--- config.mk ---
export PLATFORM = sky130hd
export DESIGN_NAME = spwm_gen
export DESIGN_NICKNAME = d
export VERILOG_FILES = /design/src/rtl/spwm_pkg.sv /design/src/rtl/spwm_presc.sv /design/src/rtl/spwm_lut.sv /design/src/rtl/spwm_cmp.sv /design/src/rtl/spwm_gen.sv
export SDC_FILE = /design/constraint.sdc
export NUM_CORES = 1
export LEC_CHECK = 0
export ABC_AREA = 1
export BUFFER_PORTS_ARGS = -buffer_cell sky130_fd_sc_hd__buf_2
export CAP_MARGIN = 20
export CORE_AREA = 4 4 64 72
export DETAILED_ROUTE_END_ITERATION = 7
export DIE_AREA = 0 0 68 76
export GPL_ROUTABILITY_DRIVEN = 0
export MAX_ROUTING_LAYER = met4
export PLACE_DENSITY = 0.87
export SYNTH_ARGS = -nofsm -noshare
export SYNTH_HDL_FRONTEND = slang
export SYNTH_SLANG_ARGS = --single-unit
--- constraint.sdc ---
create_clock -name clk_i -period 2.95 [get_ports clk_i]
set_input_delay 0.4425 -clock clk_i [delete_from_list [all_inputs] [get_ports clk_i]]
set_output_delay 0.4425 -clock clk_i [all_outputs]
set_load 0.1 [all_outputs]
--- src/rtl/spwm_pkg.sv ---
`timescale 1ns/1ps
package spwm_pkg;
  // compare value for sample k of an n-sample full wave, offset by period/2
  function automatic int sine_cmp(int k, int n, int period);
    real ph;
    real v;
    int  r;
    ph = 6.283185307179586 * real'(k) / real'(n);
    v  = (real'(period) / 2.0) * (1.0 + $sin(ph));
    r  = $rtoi(v + 0.5);
    if (r < 0) r = 0;
    if (r > period) r = period;
    return r;
  endfunction
endpackage

--- src/rtl/spwm_presc.sv ---
`timescale 1ns/1ps
module spwm_presc #(
  parameter int PRESC_W = 8
) (
  input  logic               clk_i,
  input  logic               rst_ni,
  input  logic               en_i,
  input  logic [PRESC_W-1:0] presc_i,
  output logic               tick_o
);
  logic [PRESC_W-1:0] pc_q;
  logic [PRESC_W-1:0] lim;

  assign lim    = (presc_i == '0) ? '0 : presc_i - 1'b1;
  assign tick_o = en_i && (pc_q >= lim);

  always_ff @(posedge clk_i or negedge rst_ni) begin
    if (!rst_ni)                pc_q <= '0;
    else if (!en_i || tick_o)   pc_q <= '0;
    else                        pc_q <= pc_q + 1'b1;
  end

  AST_TICK_GAP: assert property (@(posedge clk_i) disable iff (!rst_ni)
    (tick_o && presc_i > 1) |=> (!tick_o || presc_i <= 1));
  AST_TICK_IDLE: assert property (@(posedge clk_i) disable iff (!rst_ni)
    !en_i |-> !tick_o);
endmodule

--- src/rtl/spwm_lut.sv ---
`timescale 1ns/1ps
module spwm_lut #(
  parameter int N_SAMPLES = 32,
  parameter int PERIOD    = 32,
  parameter int IDX_W     = $clog2(N_SAMPLES),
  parameter int CMP_W     = $clog2(PERIOD + 1)
) (
  input  logic [IDX_W-1:0] addr_i,
  output logic [CMP_W-1:0] val_o
);
  logic [CMP_W-1:0] tbl [N_SAMPLES];

  for (genvar k = 0; k < N_SAMPLES; k++) begin : g_ent
    localparam int V = spwm_pkg::sine_cmp(k, N_SAMPLES, PERIOD);
    assign tbl[k] = CMP_W'(V);
  end

  assign val_o = tbl[addr_i];
endmodule

--- src/rtl/spwm_cmp.sv ---
`timescale 1ns/1ps
module spwm_cmp #(
  parameter int N_SAMPLES = 32,
  parameter int PERIOD    = 32,
  parameter int CMP_W     = $clog2(PERIOD + 1)
) (
  input  logic             clk_i,
  input  logic             rst_ni,
  input  logic             en_i,
  input  logic             tick_i,
  input  logic [CMP_W-1:0] next_val_i,
  output logic             pwm_o,
  output logic             wrap_o
);
  localparam int              FIRST_I = spwm_pkg::sine_cmp(0, N_SAMPLES, PERIOD);
  localparam logic [CMP_W-1:0] FIRST  = CMP_W'(FIRST_I);
  localparam logic [CMP_W-1:0] LAST   = CMP_W'(PERIOD - 1);

  logic [CMP_W-1:0] cnt_q;
  logic [CMP_W-1:0] sh_q;
  logic [CMP_W-1:0] act_q;

  assign wrap_o = tick_i && (cnt_q == LAST);
  assign pwm_o  = en_i && (cnt_q < act_q);

  always_ff @(posedge clk_i or negedge rst_ni) begin
    if (!rst_ni)      cnt_q <= '0;
    else if (!en_i)   cnt_q <= '0;
    else if (wrap_o)  cnt_q <= '0;
    else if (tick_i)  cnt_q <= cnt_q + 1'b1;
  end

  // shadow tracks the next sample; active copy only moves at the boundary
  always_ff @(posedge clk_i or negedge rst_ni) begin
    if (!rst_ni) begin
      sh_q  <= '0;
      act_q <= FIRST;
    end else begin
      sh_q <= next_val_i;
      if (!en_i)       act_q <= FIRST;
      else if (wrap_o) act_q <= sh_q;
    end
  end

  AST_CNT_RANGE: assert property (@(posedge clk_i) disable iff (!rst_ni)
    cnt_q < CMP_W'(PERIOD));
  AST_CMP_HOLD: assert property (@(posedge clk_i) disable iff (!rst_ni)
    (en_i && !wrap_o) |=> (act_q == $past(act_q)));
  AST_CMP_RELOAD: assert property (@(posedge clk_i) disable iff (!rst_ni)
    wrap_o |=> (act_q == $past(sh_q)));
  AST_CMP_RANGE: assert property (@(posedge clk_i) disable iff (!rst_ni)
    act_q <= CMP_W'(PERIOD));
endmodule

--- src/rtl/spwm_gen.sv ---
`timescale 1ns/1ps
module spwm_gen #(
  parameter int PERIOD    = 32,
  parameter int N_SAMPLES = 32,
  parameter int PRESC_W   = 8,
  localparam int IDX_W    = $clog2(N_SAMPLES),
  localparam int CMP_W    = $clog2(PERIOD + 1)
) (
  input  logic               clk_i,
  input  logic               rst_ni,
  input  logic               en_i,
  input  logic [PRESC_W-1:0] presc_i,
  output logic               pwm_o,
  output logic [IDX_W-1:0]   idx_o,
  output logic               period_end_o
);
  localparam logic [IDX_W-1:0] IDX_LAST = IDX_W'(N_SAMPLES - 1);

  logic             tick;
  logic             wrap;
  logic [IDX_W-1:0] idx_q;
  logic [IDX_W-1:0] nxt_idx;
  logic [CMP_W-1:0] nxt_val;

  assign nxt_idx = (idx_q == IDX_LAST) ? '0 : idx_q + 1'b1;

  always_ff @(posedge clk_i or negedge rst_ni) begin
    if (!rst_ni)     idx_q <= '0;
    else if (!en_i)  idx_q <= '0;
    else if (wrap)   idx_q <= nxt_idx;
  end

  spwm_presc #(.PRESC_W(PRESC_W)) u_presc (
    .clk_i  (clk_i),
    .rst_ni (rst_ni),
    .en_i   (en_i),
    .presc_i(presc_i),
    .tick_o (tick)
  );

  spwm_lut #(.N_SAMPLES(N_SAMPLES), .PERIOD(PERIOD), .IDX_W(IDX_W), .CMP_W(CMP_W)) u_lut (
    .addr_i(nxt_idx),
    .val_o (nxt_val)
  );

  spwm_cmp #(.N_SAMPLES(N_SAMPLES), .PERIOD(PERIOD), .CMP_W(CMP_W)) u_cmp (
    .clk_i     (clk_i),
    .rst_ni    (rst_ni),
    .en_i      (en_i),
    .tick_i    (tick),
    .next_val_i(nxt_val),
    .pwm_o     (pwm_o),
    .wrap_o    (wrap)
  );

  assign idx_o        = idx_q;
  assign period_end_o = wrap;

  AST_IDX_STEP: assert property (@(posedge clk_i) disable iff (!rst_ni)
    wrap |=> (idx_q == (($past(idx_q) == IDX_LAST) ? '0 : $past(idx_q) + 1'b1)));
  AST_IDX_HOLD: assert property (@(posedge clk_i) disable iff (!rst_ni)
    (en_i && !wrap) |=> $stable(idx_q));
  AST_DIS_CLEAR: assert property (@(posedge clk_i) disable iff (!rst_ni)
    !en_i |=> (idx_q == '0));
  AST_PWM_IDLE: assert property (@(posedge clk_i) disable iff (!rst_ni)
    !en_i |-> (!pwm_o && !period_end_o));
endmodule

# Yosys cells after proc, flatten, opt, wreduce, memory -nomap -nowiden

Memory sizes are Yosys's and may differ from the RTL's. A register that Yosys moved wholly into a read port is not among the register bits.
Cells that the tools add are included.

Register bits after elaboration: 25
Word-level logic and storage cells: 33
Output and inout port bits: 7
Memories kept: 1
Input port bits: 11
Bits in read-only memories: 192

Memories:

| memory           | words | bits a word | rd ports | clocked after memory_dff | wr ports | line           | text |
|---|---|---|---|---|---|---|---|
| (name not given) | 32    | 6           | 1        | 1                        | 0        | spwm_lut.sv:18 | `assign val_o = tbl[addr_i];` |

Eq/ne operators: 4
Mux-type cells: 10
Reductions and logical operators: 7
Bitwise operators: 1
$lt $le $gt $ge: 2
Add/sub/neg operators: 4

Operator list:

| operator            | number |
|---|---|
| $mux 6              | 5 |
| $mux 8              | 2 |
| $mux 5              | 3 |
| $add 8x1->8 const B | 1 |
| $ge 8x8->1          | 1 |
| $logic_not 8->1     | 1 |
| $sub 8x1->8 const B | 1 |
| $add 6x1->6 const B | 1 |
| $eq 6x5->1 const B  | 1 |
| $lt 6x6->1          | 1 |
| $not 5->6           | 1 |
| $add 5x1->5 const B | 1 |
| $eq 5x5->1 const B  | 1 |
| $logic_and 1x1->1   | 3 |
| $ne 3x1->1 const B  | 1 |
| $logic_not 1->1     | 2 |
| $ne 2x1->1 const B  | 1 |
| $logic_or 1x1->1    | 1 |

# Longest topological paths before layout

Gate-level depths: netlist of run 1.

Depth in word-level cells: 7
Mapped depth: 19
Gate-level depth less buffers: 18

# By module

From an unflattened synthesis of run 1, not the netlist that was laid out.

Cells, all modules: 306
Area, all modules: 2337.2 µm²

By module, submodules not included:

| module     | instances | sequential area each (µm²) | area an instance (µm²) | cells each |
|---|---|---|---|---|
| spwm_cmp   | 1         | 451.7                      | 885.8                  | 98 |
| spwm_presc | 1         | 200.2                      | 774.5                  | 106 |
| spwm_lut   | 1         | 0.0                        | 392.9                  | 66 |
| spwm_gen   | 1         | 125.1                      | 284.0                  | 36 |

# Worst setup path before layout of run 1

OpenSTA, ideal clock, no wires.

Kind: input to output
Start: input presc_i[0]
End: output period_end_o
Required time: 2.508 ns
Stages: 18
Buffers on the path: 1
Arrival time: 2.659 ns
Setup slack: -0.152 ns
Cell sequence: inv_1 ha_1 inv_1 nor3_2 nand2_1 nor2_1 nand2_1 o21ai_0 ha_1 nand2_1 nor2_1 nor2_1 nand2_1 nand2_2 nand2_4 nand3_2 buf_6 inv_1

Word-level cells in the longest chain between the ends: 5
Elaborated cells between the ends (all ways): 6
Classes of those cells: 1 x add/sub; 1 x order compare; 1 x mux; 3 x reduce/logical

RTL lines:

| item                                                  | line             | text |
|---|---|---|
| start, declared                                       | spwm_gen.sv:12   | `input logic [PRESC_W-1:0] presc_i,` |
| $sub 8x1->8 / $logic_not 8->1 (equally long branches) | spwm_presc.sv:14 | `assign lim = (presc_i == '0) ? '0 : presc_i - 1'b1;` |
| $mux 8 (*)                                            | spwm_presc.sv:14 |  |
| $ge 8x8->1 (*)                                        | spwm_presc.sv:15 | `assign tick_o = en_i && (pc_q >= lim);` |
| $logic_and 1x1->1 (*)                                 | spwm_presc.sv:15 |  |
| $logic_and 1x1->1 (*)                                 | spwm_cmp.sv:23   | `assign wrap_o = tick_i && (cnt_q == LAST);` |
| end, declared                                         | spwm_gen.sv:15   | `output logic period_end_o` |

Mark *: on every way between the ends. The rest lies on a longest branch, timed or not.

# Final worst setup path of run 1

Same ends and word-level chain as after synthesis.

==> qor.csv, run 1 <==
metric,value,unit
Layout area overhead,17.7,%
n_diodes,0,
Final period util,98.1,%
WL/cell,14.5,µm
slew at the pin closest to its max-slew limit,671,ps
clk root buf,clkbuf_8,
cell mode on critical path,nand2_2,
clk_lat worst skew,280,ps
HPWL Detailed,3430,µm
final setup fails,0,
Post-CTS Hold Buffers,0,
Period minus WS final,2890,ps
vias in the first global route,1945,
total grt overflow,0,
largest family of logic cells by synthesized area,simple AND/OR/NAND/NOR gates,
Initial Util,57.6,%
share of post-route cells with drive strength above 1,24.1,%
worst vdd ir,0.182,mV
DRT iter0 DRCs,176,
Max clock buf depth,2,
critical path start-end classification,input pin to primary output,
syn nets,321,
mux contribution to synthesized area,0,%
synth unique cells,34,
crit path max fanout,5,
Highest Clock Rate,345,MHz
Max Slew Vio Count,0,
biggest area consumer among synthesized cells,dfrtp_1,
Compound-Gate Fraction of Synth Area,7.51,%
yosys warns,0,
Max-slew headroom,55.3,%
row count,24,
status,finished clean,
initial antenna violation count,0,
Post-synth EDFFs,0,
Post-Syn Area per Cell,7.86,µm²
Synth Area in Adders,13.4,%
DRC,0,
sequence of cells on the critical path,"buf_8, inv_4, ha_4, inv_2, nor3_4, nand2_2, nor2_4, nand2_4, o21ai_2, ha_1, nand2_2, nor2_2, nor2_1, nand2_1, nand2_2, nand2_4, nand3_4, clkinvlp_4, buf_12",
top post-synthesis cells by area,"dfrtp_1 (33%), ha_1 (13%), nand2_1 (9.7%)",
CP max-delay cell,ha_1,
clk_skew,6.43,ps
largest net degree at the start of global routing,32,
Port Buffers,17,
most frequent cells after synthesis,"nand2_1 (58), inv_1 (37), dfrtp_1 (30), nor2_1 (27), ha_1 (24)",
Pleak,1.36,nW
Syn Std Cell Area,2250,µm²
Synth async-reset ratio,100,%
dpl cells,351,
CTS tree,yes,
die height,76,µm
Worst Setup Start Kind,input pin,
antenna violation net count after detailed routing,0,
"wirelength, routed",5330,µm
die area,5170,µm²
Power per Cell Area,331,nW/µm²
Mapped Cells,286,
R2R depth,12,
CORE AREA,3900,µm²
CP required,2510,ps
drt via density,5.55,
max_cap viols,0,
most frequent cell after synthesis,nand2_1,
Die W,68,µm
DR pass1 iterations,5,
final hold violation count,0,
most common flop cell mapped by yosys,dfrtp_1,
first-pass GRT wire length,8380,µm
register bit count reported by yosys,31,
Clock H-tree levels,2,
Hold WC Path Type,input pin to asynchronous set/reset pin,
CTS sink cnt,31,
DR vias,2044,
Synth Area in XOR/XNOR,3.12,%
CTS buffer count,5,
Worst EP arrival,2450,ps
final hold slack,191,ps
Clock transition at path regs,60,ps
GRT Total Usage,21.0,%
post-route insts no fill,368,
Filler cells,301,
Critical Path Sink Type,primary output,
post-synthesis sequential area ratio,34.6,%
# nets final,351,
simple-gate share of the synthesized area,32.2,%
r2r setup slk,720,ps
post-synth top area share,33.4,%
"slowest stage delay, CP",280,ps
I/O pins,18,
RSZ-0062 raised after global routing,yes,
[power by group]
| group | switching (mW) | internal, mW | total (mW) |
|---|---|---|---|
| Combinational | 0.0691 | 0.0380 | 0.107 |
| Sequential | 0.00466 | 0.430 | 0.434 |
| Clock | 0.151 | 0.183 | 0.333 |
[timing repair]
item                                    in CTS  in global routing
setup buffers                                7                  3
gates resized for setup                      8                 19
pin swaps                                   10                 13
endpoints found under the setup margin       1                  1
[per-stage QoR]
step | utilization (%) | setup TNS (ps) | worst slack (ps) | instance area [µm²] | total power, mW
floorplan | - | -15.6 | -15.6 | 2250 | 0.495
global placement | 61.2 | 0 | 62.3 | 2390 | 0.523
detailed placement | 61.2 | -65.2 | -65.2 | 2390 | 0.527
CTS | 65.5 | 0 | 0.252 | 2560 | 0.861
global route | 67.8 | -68.0 | -68.0 | 2650 | 0.914
finish | 67.8 | 0 | 55.1 | 2650 | 0.875
[metal layers]
| metal | vias up | global-route usage [%] | routed length (µm) |
|---|---|---|---|
| li1 | 1000 | - | - |
| met1 | 983 | 25.1 | 2230 |
| met2 | 48 | 35.7 | 2770 |
| met3 | 13 | 3.54 | 201 |
| met4 | 0 | 5.37 | 131 |
| met5 | - | - | 0 |
[cell families (layout without fill, tap and decap cells)]
kind of cell               count (synthesis)  in the layout
and+or+nand+nor                          146            146
xor gates and xnor gates                   8              8
DFF                                       31             31
AOI/OAI and AO/OA                         30             30
buffers and inverters                     47             77
adders and majority gates                 24             24
[path summary, 6_finish.rpt]
| path | start | endpoint |
|---|---|---|
| worst max register to register | idx_o[0] | u_cmp.sh_q[3] |
| worst min-delay path | rst_ni | u_presc.pc_q[7] |
| min in group clk_i | u_cmp.act_q[4] | u_cmp.act_q[4] |
| worst min register to register | u_cmp.act_q[4] | u_cmp.act_q[4] |
| worst max-delay path | presc_i[0] | period_end_o |
| max in group asynchronous | rst_ni | u_presc.pc_q[3] |
[critical path, delay by kind of cell]
kind / cells / cell delay [ps]
adders and majority gates: 2 / 420
AOI/OAI and AO/OA: 1 / 80
and+or+nand+nor: 11 / 1050
buffers and inverters: 5 / 470
[cells in the final DEF (no fill, tap or decap), drive strengths merged]
master and instances:
a21boi 1, a21oi 8, a31oi 2, buf 31, clkbuf 6, clkinv 1, clkinvlp 1, dfrtp 30
dfstp 1, ha 24, inv 38, nand2 62, nand3 27, nand4 15, nor2 28, nor3 9
nor3b 2, o2111a 1, o211ai 1, o21a 1, o21ai 14, o22ai 2, or2 3, xnor2 3
xor2 5
[final cells by class]
| cell class | instances | area (µm²) | share of cell area, % |
|---|---|---|---|
| Multi-Input combinational cell | 208 | 1340 | 50.6 |
| Inverter | 39 | 153 | 5.77 |
| Sequential cell | 31 | 777 | 29.4 |
| Timing Repair Buffer | 31 | 225 | 8.51 |
| Clock buffer | 6 | 82.6 | 3.12 |
| Clock inverter | 1 | 5.00 | 0.189 |
| Tap cell | 52 | 65.1 | 2.46 |
[flip-flops by register name, indices dropped and copies added (netlist names)]
register / count
u_cmp.sh_q: 6
u_cmp.act_q: 6
u_cmp.cnt_q: 6
u_presc.pc_q: 8
idx_o: 5
Power figures use the tool's default switching activity.
==> run 2: changes to the inputs <==
- CORE_AREA: 4 4 64 72 -> 4 4 69 78
- DIE_AREA: 0 0 68 76 -> 0 0 73 82
- PLACE_DENSITY: 0.87 -> 0.77
- clock period: 2.95 -> 3.58 ns (I/O delays scaled with it)
==> run 2 against run 1 <==
Compared with the run above: clock skew fell by 2.6 ps; wire length decreased by 21%; setup slack improved by 290 ps; first-iteration DRC count down 26%; sequential power fell by 18%; clock power down 20%; via count down 9.0%; cell count is 1.9% lower; non-clock buffer count decreased by 12; core utilization is 14 points lower; critical endpoint unchanged; largest power group unchanged.
==> qor.csv, run 2 (synthesized netlist as in run 1, its figures left out) <==
metric,value,unit,change
status,finished clean,,
Post-CTS Hold Buffers,0,,unchanged
critical path start-end classification,input pin to primary output,,
Max-slew headroom,55.7,%,+0.45 points
most frequent cells in the layout,"nand2_1 (58), inv_1 (37), dfrtp_1 (30), nor2_1 (26), ha_1 (24)",,
CTS sink cnt,31,,unchanged
Final period util,90.3,%,
DR pass1 iterations,4,,-1
share of post-route cells with drive strength above 1,15.7,%,-8.3 points
DRC,0,,unchanged
DR vias,1860,,-9.0%
Clock transition at path regs,60,ps,about the same
Power Total,0.690,mW,-21%
total grt overflow,0,,unchanged
I/O pins,18,,unchanged
CTS buffer count,5,,unchanged
Hold WC Path Type,input pin to asynchronous set/reset pin,,
initial antenna violation count,0,,unchanged
GRT Total Usage,16.5,%,-4.4 points
Initial Util,49.0,%,-8.6 points
clk_lat worst skew,280,ps,about the same
vias in the first global route,1839,,-5.4%
clock share of power,38.6,%,+0.5 points
post-route setup TNS,0,ps,unchanged
drt via density,5.15,,-7.2%
max reg flops,8,,unchanged
Worst Setup Start Kind,input pin,,
Storage cell area,777,µm²,unchanged
final setup fails,0,,unchanged
Max clock buf depth,2,,unchanged
die height,82,µm,+7.9%
switching share of power,25.9,%,+0.19 points
internal power,0.512,mW,-21%
first-pass GRT wire length,7740,µm,-7.7%
largest net degree at the start of global routing,32,,unchanged
Period minus WS final,3230,ps,
"commonest non-fill, non-tap cell in the layout",nand2_1,,
DRT iter0 DRCs,131,,-26%
CTS tree,yes,,
post-route insts no fill,361,,-1.9%
n_diodes,0,,unchanged
final hold violation count,0,,unchanged
clk root buf,clkbuf_8,,
Port Buffers,17,,unchanged
Die W,73,µm,+7.4%
slew at the pin closest to its max-slew limit,664,ps,-6.78 ps
Highest Clock Rate,309,MHz,
# nets final,339,,-3.4%
antenna violation net count after detailed routing,0,,unchanged
"wirelength, routed",4190,µm,-21%
Gate power share,9.7,%,-2.5 points
part of the power in registers,51.7,%,+2.1 points
die area,5990,µm²,+16%
Filler cells,440,,+46%
Critical Path Sink Type,primary output,,
RSZ-0062 raised after global routing,no,,
Power per Cell Area,281,nW/µm²,-15%
crit path max fanout,17,,+12
WL/cell,11.6,µm,-20%
area of the multi-input gates,1270,µm²,-5.4%
worst vdd ir,0.139,mV,-24%
Post-CTS Setup Inserts,0,,-7
final worst slack,349,ps,+294 ps
row count,26,,+8.3%
Layout area overhead,9.40,%,
HPWL Detailed,3120,µm,-9.3%
CORE AREA,4590,µm²,+18%
worst slack at placement,281,ps,+346 ps
Clock H-tree levels,2,,unchanged
sw power,0.179,mW,-21%
dpl cells,353,,+0.57%
final hold slack,283,ps,+92.6 ps
Pleak,1.28,nW,-5.7%
Max Slew Vio Count,0,,unchanged
max_cap viols,0,,unchanged
clk_skew,3.85,ps,-2.58 ps
CP required,3040,ps,+530 ps
Worst EP arrival,2690,ps,+240 ps
Reg with most FFs,u_presc.pc_q,,
run 2: cell count changes in the layout (fill, tap and decap cells not counted), sizes merged:
cell	change
buf	-12
inv	+1
run 2: metal layers:
layer / global-route usage [%] / vias up / routed length, µm
li1: - / 984 / -
met1: 20.2 / 848 / 2070
met2: 26.4 / 20 / 1940
met3: 4.16 / 8 / 118
met4: 5.90 / 0 / 60
met5: - / - / 0
run 2: repair_timing:
item                       4_1_cts  5_1_grt
setup endpoints to repair        0        1
hold endpoints to repair         0        0
resized for setup                0        1
run 2: final cells by class:
| class | instances | area share [%] |
|---|---|---|
| multi-input cells | 208 | 51.5 |
| flip-flops and latches | 31 | 31.6 |
| inverters | 39 | 5.95 |
| repair buffers | 19 | 4.68 |
| clock buffers | 6 | 2.95 |
| well taps | 56 | 2.85 |
| clock inverters | 2 | 0.509 |
run 2: power groups by stage:
stage	logic (mW)	clock network (mW)	registers, mW
2_1_floorplan	0.0446	0	0.363
3_3_place_gp	0.0670	0	0.364
3_5_place_dp	0.0683	0	0.364
4_1_cts	0.0687	0.272	0.357
5_1_grt	0.0791	0.286	0.357
6_report	0.0671	0.266	0.357
run 2: worst max-delay path: stages:
cell,delay (ps)
buf_2,110
inv_1,50
ha_1,170
inv_1,50
nor3_2,160
nand2_1,130
nor2_2,130
nand2_1,130
nand3_1,120
ha_1,240
a21oi_1,160
o21a_1,200
nand2_4,150
nand3_2,100
inv_1,70
buf_12,160
run 2: final timing paths:
| path | startpoint | endpoint | slack (ps) | cells past startpoint |
|---|---|---|---|---|
| worst max register to register | idx_o[0] | u_cmp.sh_q[3] | 1320 | 12 |
| min in group clk_i | u_cmp.act_q[4] | u_cmp.act_q[4] | 480 | 2 |
| worst max-delay path | presc_i[0] | period_end_o | 350 | 16 |
| worst min-delay path | rst_ni | u_presc.pc_q[5] | 280 | 1 |
| max in group asynchronous | rst_ni | u_cmp.act_q[5] | 2860 | 1 |
| worst min register to register | u_cmp.act_q[4] | u_cmp.act_q[4] | 480 | 2 |
run 2: stage by stage:
step                      instance area (µm²)  utilization, %
after floorplan                          2250               -
after global placement                   2370            51.7
after detailed placement                 2370            51.7
after CTS                                2460            53.6
after global routing                     2460            53.6
final                                    2460            53.6
